File: config.mk
export PLATFORM = sky130hd
export DESIGN_NAME = csp_slice
export DESIGN_NICKNAME = d
export VERILOG_FILES = /design/src/rtl/csp_pkg.sv /design/src/rtl/csp_rx.sv /design/src/rtl/csp_tx.sv /design/src/rtl/csp_ctrl.sv /design/src/rtl/csp_slice.sv
export SDC_FILE = /design/constraint.sdc
export NUM_CORES = 1
export LEC_CHECK = 0
export CORE_MARGIN = 3
export CORE_UTILIZATION = 34
export CTS_CLUSTER_DIAMETER = 200
export CTS_CLUSTER_SIZE = 40
export DETAILED_ROUTE_END_ITERATION = 10
export PLACE_DENSITY = 0.55
export SLEW_MARGIN = 20
export SYNTH_ARGS = -nofsm -noshare
export SYNTH_HDL_FRONTEND = slang
export SYNTH_HIERARCHICAL = 1
export SYNTH_SLANG_ARGS = --single-unit
export TNS_END_PERCENT = 50
File: constraint.sdc
create_clock -name clk -period 4 [get_ports clk]
set_input_delay 1.2 -clock clk [delete_from_list [all_inputs] [get_ports clk]]
set_output_delay 1.2 -clock clk [all_outputs]
set_load 0.02 [all_outputs]
File: src/rtl/csp_pkg.sv
package csp_pkg;
   // Routing outcome for a completed received word
   typedef enum logic [1:0] {
      RT_DROP  = 2'd0,
      RT_FWD   = 2'd1,
      RT_STORE = 2'd2,
      RT_DAC   = 2'd3
   } route_e;

   localparam int NUM_CFG_REGS = 3;
endpackage

File: src/rtl/csp_rx.sv
module csp_rx #(
   parameter int W = 16
) (
   input  logic         clk,
   input  logic         rst_n,
   input  logic         ser_in,
   input  logic         frm_in,
   output logic [W-1:0] word,
   output logic         done
);
   localparam int CW = $clog2(W + 1);

   logic [W-1:0]  sh_q;
   logic [CW-1:0] left_q;

   if (W < 2) begin : g_bad_w
      $error("csp_rx: W must be at least 2");
   end

   always_ff @(posedge clk or negedge rst_n) begin
      if (!rst_n) begin
         sh_q   <= '0;
         left_q <= '0;
         word   <= '0;
         done   <= 1'b0;
      end else begin
         done <= 1'b0;
         if (frm_in) begin
            left_q <= CW'(W);
         end else if (left_q != '0) begin
            sh_q   <= {sh_q[W-2:0], ser_in};
            left_q <= left_q - 1'b1;
            if (left_q == CW'(1)) begin
               word <= {sh_q[W-2:0], ser_in};
               done <= 1'b1;
            end
         end
      end
   end
endmodule

File: src/rtl/csp_tx.sv
module csp_tx #(
   parameter int W = 16
) (
   input  logic         clk,
   input  logic         rst_n,
   input  logic         load,
   input  logic [W-1:0] load_word,
   output logic         ser_out,
   output logic         frm_out
);
   localparam int CW = $clog2(W + 1);

   logic [W-1:0]  sh_q;
   logic [CW-1:0] left_q;

   always_ff @(posedge clk or negedge rst_n) begin
      if (!rst_n) begin
         sh_q    <= '0;
         left_q  <= '0;
         ser_out <= 1'b0;
         frm_out <= 1'b0;
      end else begin
         frm_out <= load;
         if (load) begin
            sh_q    <= load_word;
            left_q  <= CW'(W);
            ser_out <= 1'b0;
         end else if (left_q != '0) begin
            ser_out <= sh_q[W-1];
            sh_q    <= sh_q << 1;
            left_q  <= left_q - 1'b1;
         end else begin
            ser_out <= 1'b0;
         end
      end
   end
endmodule

File: src/rtl/csp_ctrl.sv
module csp_ctrl
   import csp_pkg::*;
#(
   parameter int WORD_W      = 16,
   parameter int ADDR_W      = 3,
   parameter int SEL_W       = 3,
   parameter int DATA_W      = 8,
   parameter bit ZERO_AS_ONE = 1'b1
) (
   input  logic              clk,
   input  logic              rst_n,
   input  logic              rx_done,
   input  logic [WORD_W-1:0] rx_word,
   output logic              fwd_vld,
   output logic [WORD_W-1:0] fwd_word,
   output logic [DATA_W-1:0] cfg_a,
   output logic [DATA_W-1:0] cfg_b,
   output logic [DATA_W-1:0] cfg_c,
   output logic [WORD_W-1:0] dac_q,
   output logic              dac_pulse
);
   localparam int CTL_BIT  = WORD_W - 1;
   localparam int RD_BIT   = WORD_W - 2;
   localparam int ADDR_LSB = SEL_W + DATA_W;
   localparam int SEL_LSB  = DATA_W;
   localparam int CNT_LSB  = DATA_W - ADDR_W;
   localparam int NREG     = NUM_CFG_REGS;

   if (WORD_W != 2 + ADDR_W + SEL_W + DATA_W) begin : g_bad_layout
      $error("csp_ctrl: word width does not match field widths");
   end
   if (CNT_LSB < 1) begin : g_bad_cnt
      $error("csp_ctrl: count field overlaps mode bit");
   end
   if ((1 << SEL_W) < NREG) begin : g_bad_sel
      $error("csp_ctrl: select field too narrow");
   end

   logic [DATA_W-1:0] regs_q [NREG];
   logic [ADDR_W-1:0] frm_cnt_q;
   logic [ADDR_W-1:0] dev_cnt;
   logic [ADDR_W:0]   eff_cnt;
   logic              data_mode;
   logic [ADDR_W-1:0] w_addr;
   logic [SEL_W-1:0]  w_sel;
   logic [DATA_W-1:0] rd_val;
   logic              cnt_hit;
   route_e            route;

   assign data_mode = regs_q[0][0];
   assign dev_cnt   = regs_q[0][CNT_LSB +: ADDR_W];
   assign w_addr    = rx_word[ADDR_LSB +: ADDR_W];
   assign w_sel     = rx_word[SEL_LSB +: SEL_W];

   // Meaning of a zero channel count is a build option
   if (ZERO_AS_ONE) begin : g_zero_one
      assign eff_cnt = (dev_cnt == '0) ? (ADDR_W+1)'(1) : {1'b0, dev_cnt};
   end else begin : g_zero_full
      assign eff_cnt = (dev_cnt == '0) ? {1'b1, {ADDR_W{1'b0}}} : {1'b0, dev_cnt};
   end

   assign cnt_hit = (({1'b0, frm_cnt_q} + 1'b1) == eff_cnt);

   always_comb begin
      rd_val = '0;
      for (int i = 0; i < NREG; i++) begin
         if (w_sel == SEL_W'(i)) rd_val = regs_q[i];
      end
   end

   always_comb begin
      route    = RT_DROP;
      fwd_word = rx_word;
      if (data_mode) begin
         route = cnt_hit ? RT_DAC : RT_FWD;
      end else if (!rx_word[CTL_BIT]) begin
         route = RT_FWD;
      end else if (w_addr != '0) begin
         route = RT_FWD;
         fwd_word[ADDR_LSB +: ADDR_W] = w_addr - 1'b1;
      end else if (w_sel > SEL_W'(NREG - 1)) begin
         route = RT_DROP;
      end else if (rx_word[RD_BIT]) begin
         route = RT_FWD;
         fwd_word[CTL_BIT]      = 1'b0;
         fwd_word[DATA_W-1:0]   = rd_val;
      end else begin
         route = RT_STORE;
      end
   end

   assign fwd_vld = rx_done && (route == RT_FWD);

   always_ff @(posedge clk or negedge rst_n) begin
      if (!rst_n) begin
         for (int i = 0; i < NREG; i++) regs_q[i] <= '0;
         frm_cnt_q <= '0;
         dac_q     <= '0;
         dac_pulse <= 1'b0;
      end else begin
         dac_pulse <= 1'b0;
         if (rx_done) begin
            unique case (route)
               RT_STORE: begin
                  for (int i = 0; i < NREG; i++) begin
                     if (w_sel == SEL_W'(i)) regs_q[i] <= rx_word[DATA_W-1:0];
                  end
                  if (w_sel == '0) frm_cnt_q <= '0;
               end
               RT_DAC: begin
                  dac_q     <= rx_word;
                  dac_pulse <= 1'b1;
                  frm_cnt_q <= '0;
               end
               RT_FWD: begin
                  if (data_mode) frm_cnt_q <= frm_cnt_q + 1'b1;
               end
               default: ;
            endcase
         end
      end
   end

   assign cfg_a = regs_q[0];
   assign cfg_b = regs_q[1];
   assign cfg_c = regs_q[2];
endmodule

File: src/rtl/csp_slice.sv
module csp_slice #(
   parameter int  ADDR_W      = 3,
   parameter int  SEL_W       = 3,
   parameter int  DATA_W      = 8,
   parameter bit  ZERO_AS_ONE = 1'b1,
   localparam int WORD_W      = 2 + ADDR_W + SEL_W + DATA_W
) (
   input  logic              clk,
   input  logic              rst_n,
   input  logic              sdi,
   input  logic              sdifs,
   input  logic              sample_evt,
   input  logic [WORD_W-1:0] adc_word,
   output logic              sdo,
   output logic              sdofs,
   output logic [DATA_W-1:0] reg_a,
   output logic [DATA_W-1:0] reg_b,
   output logic [DATA_W-1:0] reg_c,
   output logic [WORD_W-1:0] dac_word,
   output logic              dac_load
);
   logic [WORD_W-1:0] rx_word;
   logic              rx_done;
   logic              fwd_vld;
   logic [WORD_W-1:0] fwd_word;
   logic              tx_load;
   logic [WORD_W-1:0] tx_word;

   csp_rx #(.W(WORD_W)) u_rx (
      .clk    (clk),
      .rst_n  (rst_n),
      .ser_in (sdi),
      .frm_in (sdifs),
      .word   (rx_word),
      .done   (rx_done)
   );

   csp_ctrl #(
      .WORD_W      (WORD_W),
      .ADDR_W      (ADDR_W),
      .SEL_W       (SEL_W),
      .DATA_W      (DATA_W),
      .ZERO_AS_ONE (ZERO_AS_ONE)
   ) u_ctrl (
      .clk       (clk),
      .rst_n     (rst_n),
      .rx_done   (rx_done),
      .rx_word   (rx_word),
      .fwd_vld   (fwd_vld),
      .fwd_word  (fwd_word),
      .cfg_a     (reg_a),
      .cfg_b     (reg_b),
      .cfg_c     (reg_c),
      .dac_q     (dac_word),
      .dac_pulse (dac_load)
   );

   // Local sample takes the transmitter ahead of a forwarded word
   assign tx_load = sample_evt | fwd_vld;
   assign tx_word = sample_evt ? adc_word : fwd_word;

   csp_tx #(.W(WORD_W)) u_tx (
      .clk       (clk),
      .rst_n     (rst_n),
      .load      (tx_load),
      .load_word (tx_word),
      .ser_out   (sdo),
      .frm_out   (sdofs)
   );
endmodule

==> flow_summary.yaml <==
cells_and_area:
  nets: 487
  area_growth_syn_to_layout_pct: 20.0
  diodes: 0
  multi_input_area_mm2: 0.00227
  final_area_mm2: 0.00612
  drive_gt1_share_pct: 25.4
  fillers: 1361
  ff_latch_area_mm2: 0.00260
clock_network:
  clk_latency_ns: 0.34
  cts_made_buffers: 9
  cts_root_buf: "clkbuf_16"
  htreeDepth: 3
  cts_resized: 0
  cts_setup_buffers: 0
  cts-hold-fix-buffers: 0
  cts_buffer_depth: 2
  clkSlewWorstSetupHoldPaths_ns: 0.07
  clock_sinks: 104
  cts_tree: "built"
run:
  cap_violations: 0
power_and_ir_drop:
  vdd_drop_max_uv: 411
  p_total_mw: 3.27
  p_sw_mw: 1.02
  powerDensity_mw_per_mm2: 535
  switching_share_pct: 31.3
  power_frac_comb_pct: 25.6
  power_frac_seq_pct: 47.3
  power.share.clock_pct: 27.1
  power_leakage_nw: 2.75
  p_int_mw: 2.25
global_routing:
  grt_pass1_wl_um: 17800
  grt_max_degree: 61
  busiest_layer: "met2"
  grtUsageMet2_pct: 22.0
  gr-total-overflow: 0
  use_met1_pct: 18.8
  grt_usage_pct: 13.9
  met3_usage_pct: 3.99
  grt_antenna_before_repair: 0
  grt_pass1_vias: 3259
drt:
  ant_nets: 0
  vias_per_cell: 4.89
  post_drt_wl_per_cell_um: 17.0
  first_pass_iters: 4
  wirelength_um: 11000
  drcViolationCount: 0
  via_count: 3176
  drt-initial-drc-count: 152
setup_path:
  crit_path_max_incr_delay_ns: 0.71
  required_ns: 2.80
  cp_max_fo: 10
  worstPathCellList: "clkdlybuf4s50_1"
  cp-end-kind: "output pin"
  cp.arrival_ns: 1.56
  crit_buf_inv: 1
  cpMaxStageDelayCell: "clkdlybuf4s50_1"
  crit_type: "reg -> out"
  cp_top_family: "buffers and inverters"
  setup.worst_path.start_class: "flip-flop"
yosys:
  yosys-top-cells-area: "dfrtp_1 (51%), mux2_2 (13%), mux2_4 (7.9%), mux2i_1 (4.5%), nand2_1 (2.5%)"
  yosysMostFrequentCell: "dfrtp_1"
  synth_top_area_share_pct: 51.0
  synth_fp_nets: 431
  yosys_warnings: 6
  syn_area_mm2: 0.00510
  seq_area_frac_synth_pct: 51.0
  synth_ff_type: "dfrtp_1"
  ys_types: 51
  avgSynthCellArea_um2: 12.6
  synthArstFlopShare_pct: 100
  synth_seq_cells: 104
  synth_edf_count: 0
  synth_common_cells: "dfrtp_1 (104), mux2_2 (59), nand2_1 (34)"
  synthCells: 404
  synth_area_leader_cell: "dfrtp_1"
floorplanning:
  die_w_um: 129
  die_area_mm2: 0.0165
  floorplan.initialDensity_pct: 35.0
  die_y_um: 129
  io_pins: 64
  rows: 44
  coreArea_mm2: 0.0146
sta:
  min_period_ns: 2.76
  max_freq_mhz: 362
  rsz0062_at_grt: "false"
  finalClockSkew_ns: 0.00521
  period_share_pct: 69.1
  final_hold_viol_count: 0
  finalSetupViolCount: 0
  worst_pin_slew_ns: 0.999
  slew_violations: 0
  finalWorstSetupSlack_ns: 1.24
  final.setup.tns_ns: 0
  slew_headroom_pct: 33.4
placement:
  dp_hpwl_um: 7620
  gp_congestion: 0.817
  dpl_cell_area_mm2: 0.00583
  placement.io_buffers: 63
  post-place-ws_ns: 1.03
status:
  status: "complete, no violations"
worst_hold_path:
  min_path_type: "reg -> reg"
metrics by stage:
step                      hold WS (ns)  instances  util, %
after floorplan                  0.477        404        -
after global placement           0.492        633     39.9
after detailed placement         0.494        633     39.9
after CTS                        0.513        649     42.0
after global routing             0.519        649     42.0
final                            0.508        649     42.0
cells in the final DEF (no fill, tap or decap), types with 5 or more instances in the layout:
cell | netlist | layout
mux2i_1 | 23 | 23
a21oi_1 | 11 | 11
nand2_1 | 34 | 34
clkdlybuf4s50_1 | 0 | 62
nand3_1 | 5 | 5
ha_1 | 6 | 6
o21ai_1 | 16 | 16
mux2_4 | 27 | 27
clkbuf_16 | 0 | 9
inv_1 | 12 | 12
buf_4 | 5 | 5
dfrtp_1 | 104 | 104
mux2_2 | 59 | 59
nor3_1 | 6 | 6
nor2_1 | 15 | 15
o21ai_0 | 13 | 13
per-layer routing:
| layer | share of wire, % | wire (um) |
|---|---|---|
| met1 | 47 | 5200 |
| met3 | 3.6 | 393 |
| met2 | 48 | 5270 |
| met4 | 1.3 | 138 |
| met5 | 0 | 0 |
path summary, 6_finish.rpt:
path | start | endpoint | slack [ns] | cells past startpoint
max | u_ctrl/cfg_a[0] | reg_a[0] | 1.24 | 1
min | u_ctrl/dac_q[9] | u_ctrl/dac_q[9] | 0.51 | 1
max reg2reg | u_ctrl/frm_cnt_q[0] | u_ctrl/dac_q[7] | 1.25 | 5
min reg2reg | u_ctrl/dac_q[9] | u_ctrl/dac_q[9] | 0.51 | 1
max in group asynchronous | rst_n | u_ctrl/dac_q[14] | 2.40 | 2
min in group asynchronous | rst_n | u_ctrl/dac_q[6] | 0.87 | 1
logic make-up (layout without fill, tap and decap cells):
| group | Yosys count | count (layout) | synth area share (%) |
|---|---|---|---|
| fa+ha+maj | 6 | 6 | 1.47 |
| xor+xnor | 5 | 5 | 1.13 |
| compound gates | 55 | 55 | 6.47 |
| simple gates | 89 | 89 | 9.76 |
| flops | 104 | 104 | 51.0 |
| mux | 110 | 110 | 25.7 |
| buf+inv | 35 | 96 | 4.49 |
power by group through the flow:
stage | logic [mW] | registers (mW) | clock network (mW)
2_1_floorplan | 0.709 | 1.47 | 0
3_3_place_gp | 0.820 | 1.57 | 0
3_5_place_dp | 0.845 | 1.57 | 0
4_1_cts | 0.849 | 1.55 | 0.919
5_1_grt | 0.925 | 1.59 | 0.966
6_report | 0.839 | 1.55 | 0.887
flip-flops by register name, summed over array words and instances (netlist names), 3 cells and up:
| name | flops |
|---|---|
| u_ctrl/frm_cnt_q | 3 |
| u_tx/sh_q | 16 |
| u_tx/left_q | 5 |
| u_ctrl/cfg_c | 8 |
| u_rx/left_q | 5 |
| u_ctrl/cfg_b | 8 |
| u_rx/word | 16 |
| u_rx/sh_q | 15 |
| u_ctrl/dac_q | 16 |
| u_ctrl/cfg_a | 8 |
final cells by class:
cell class                      count  area share, %
Clock inverter                      5           1.02
Inverter                           12          0.736
Tap cell                          184           3.76
Clock buffer                       11           3.80
Sequential cell                   104           42.5
Timing Repair Buffer               68           11.1
Multi-Input combinational cell    265           37.1
Power figures use the tool's default switching activity.
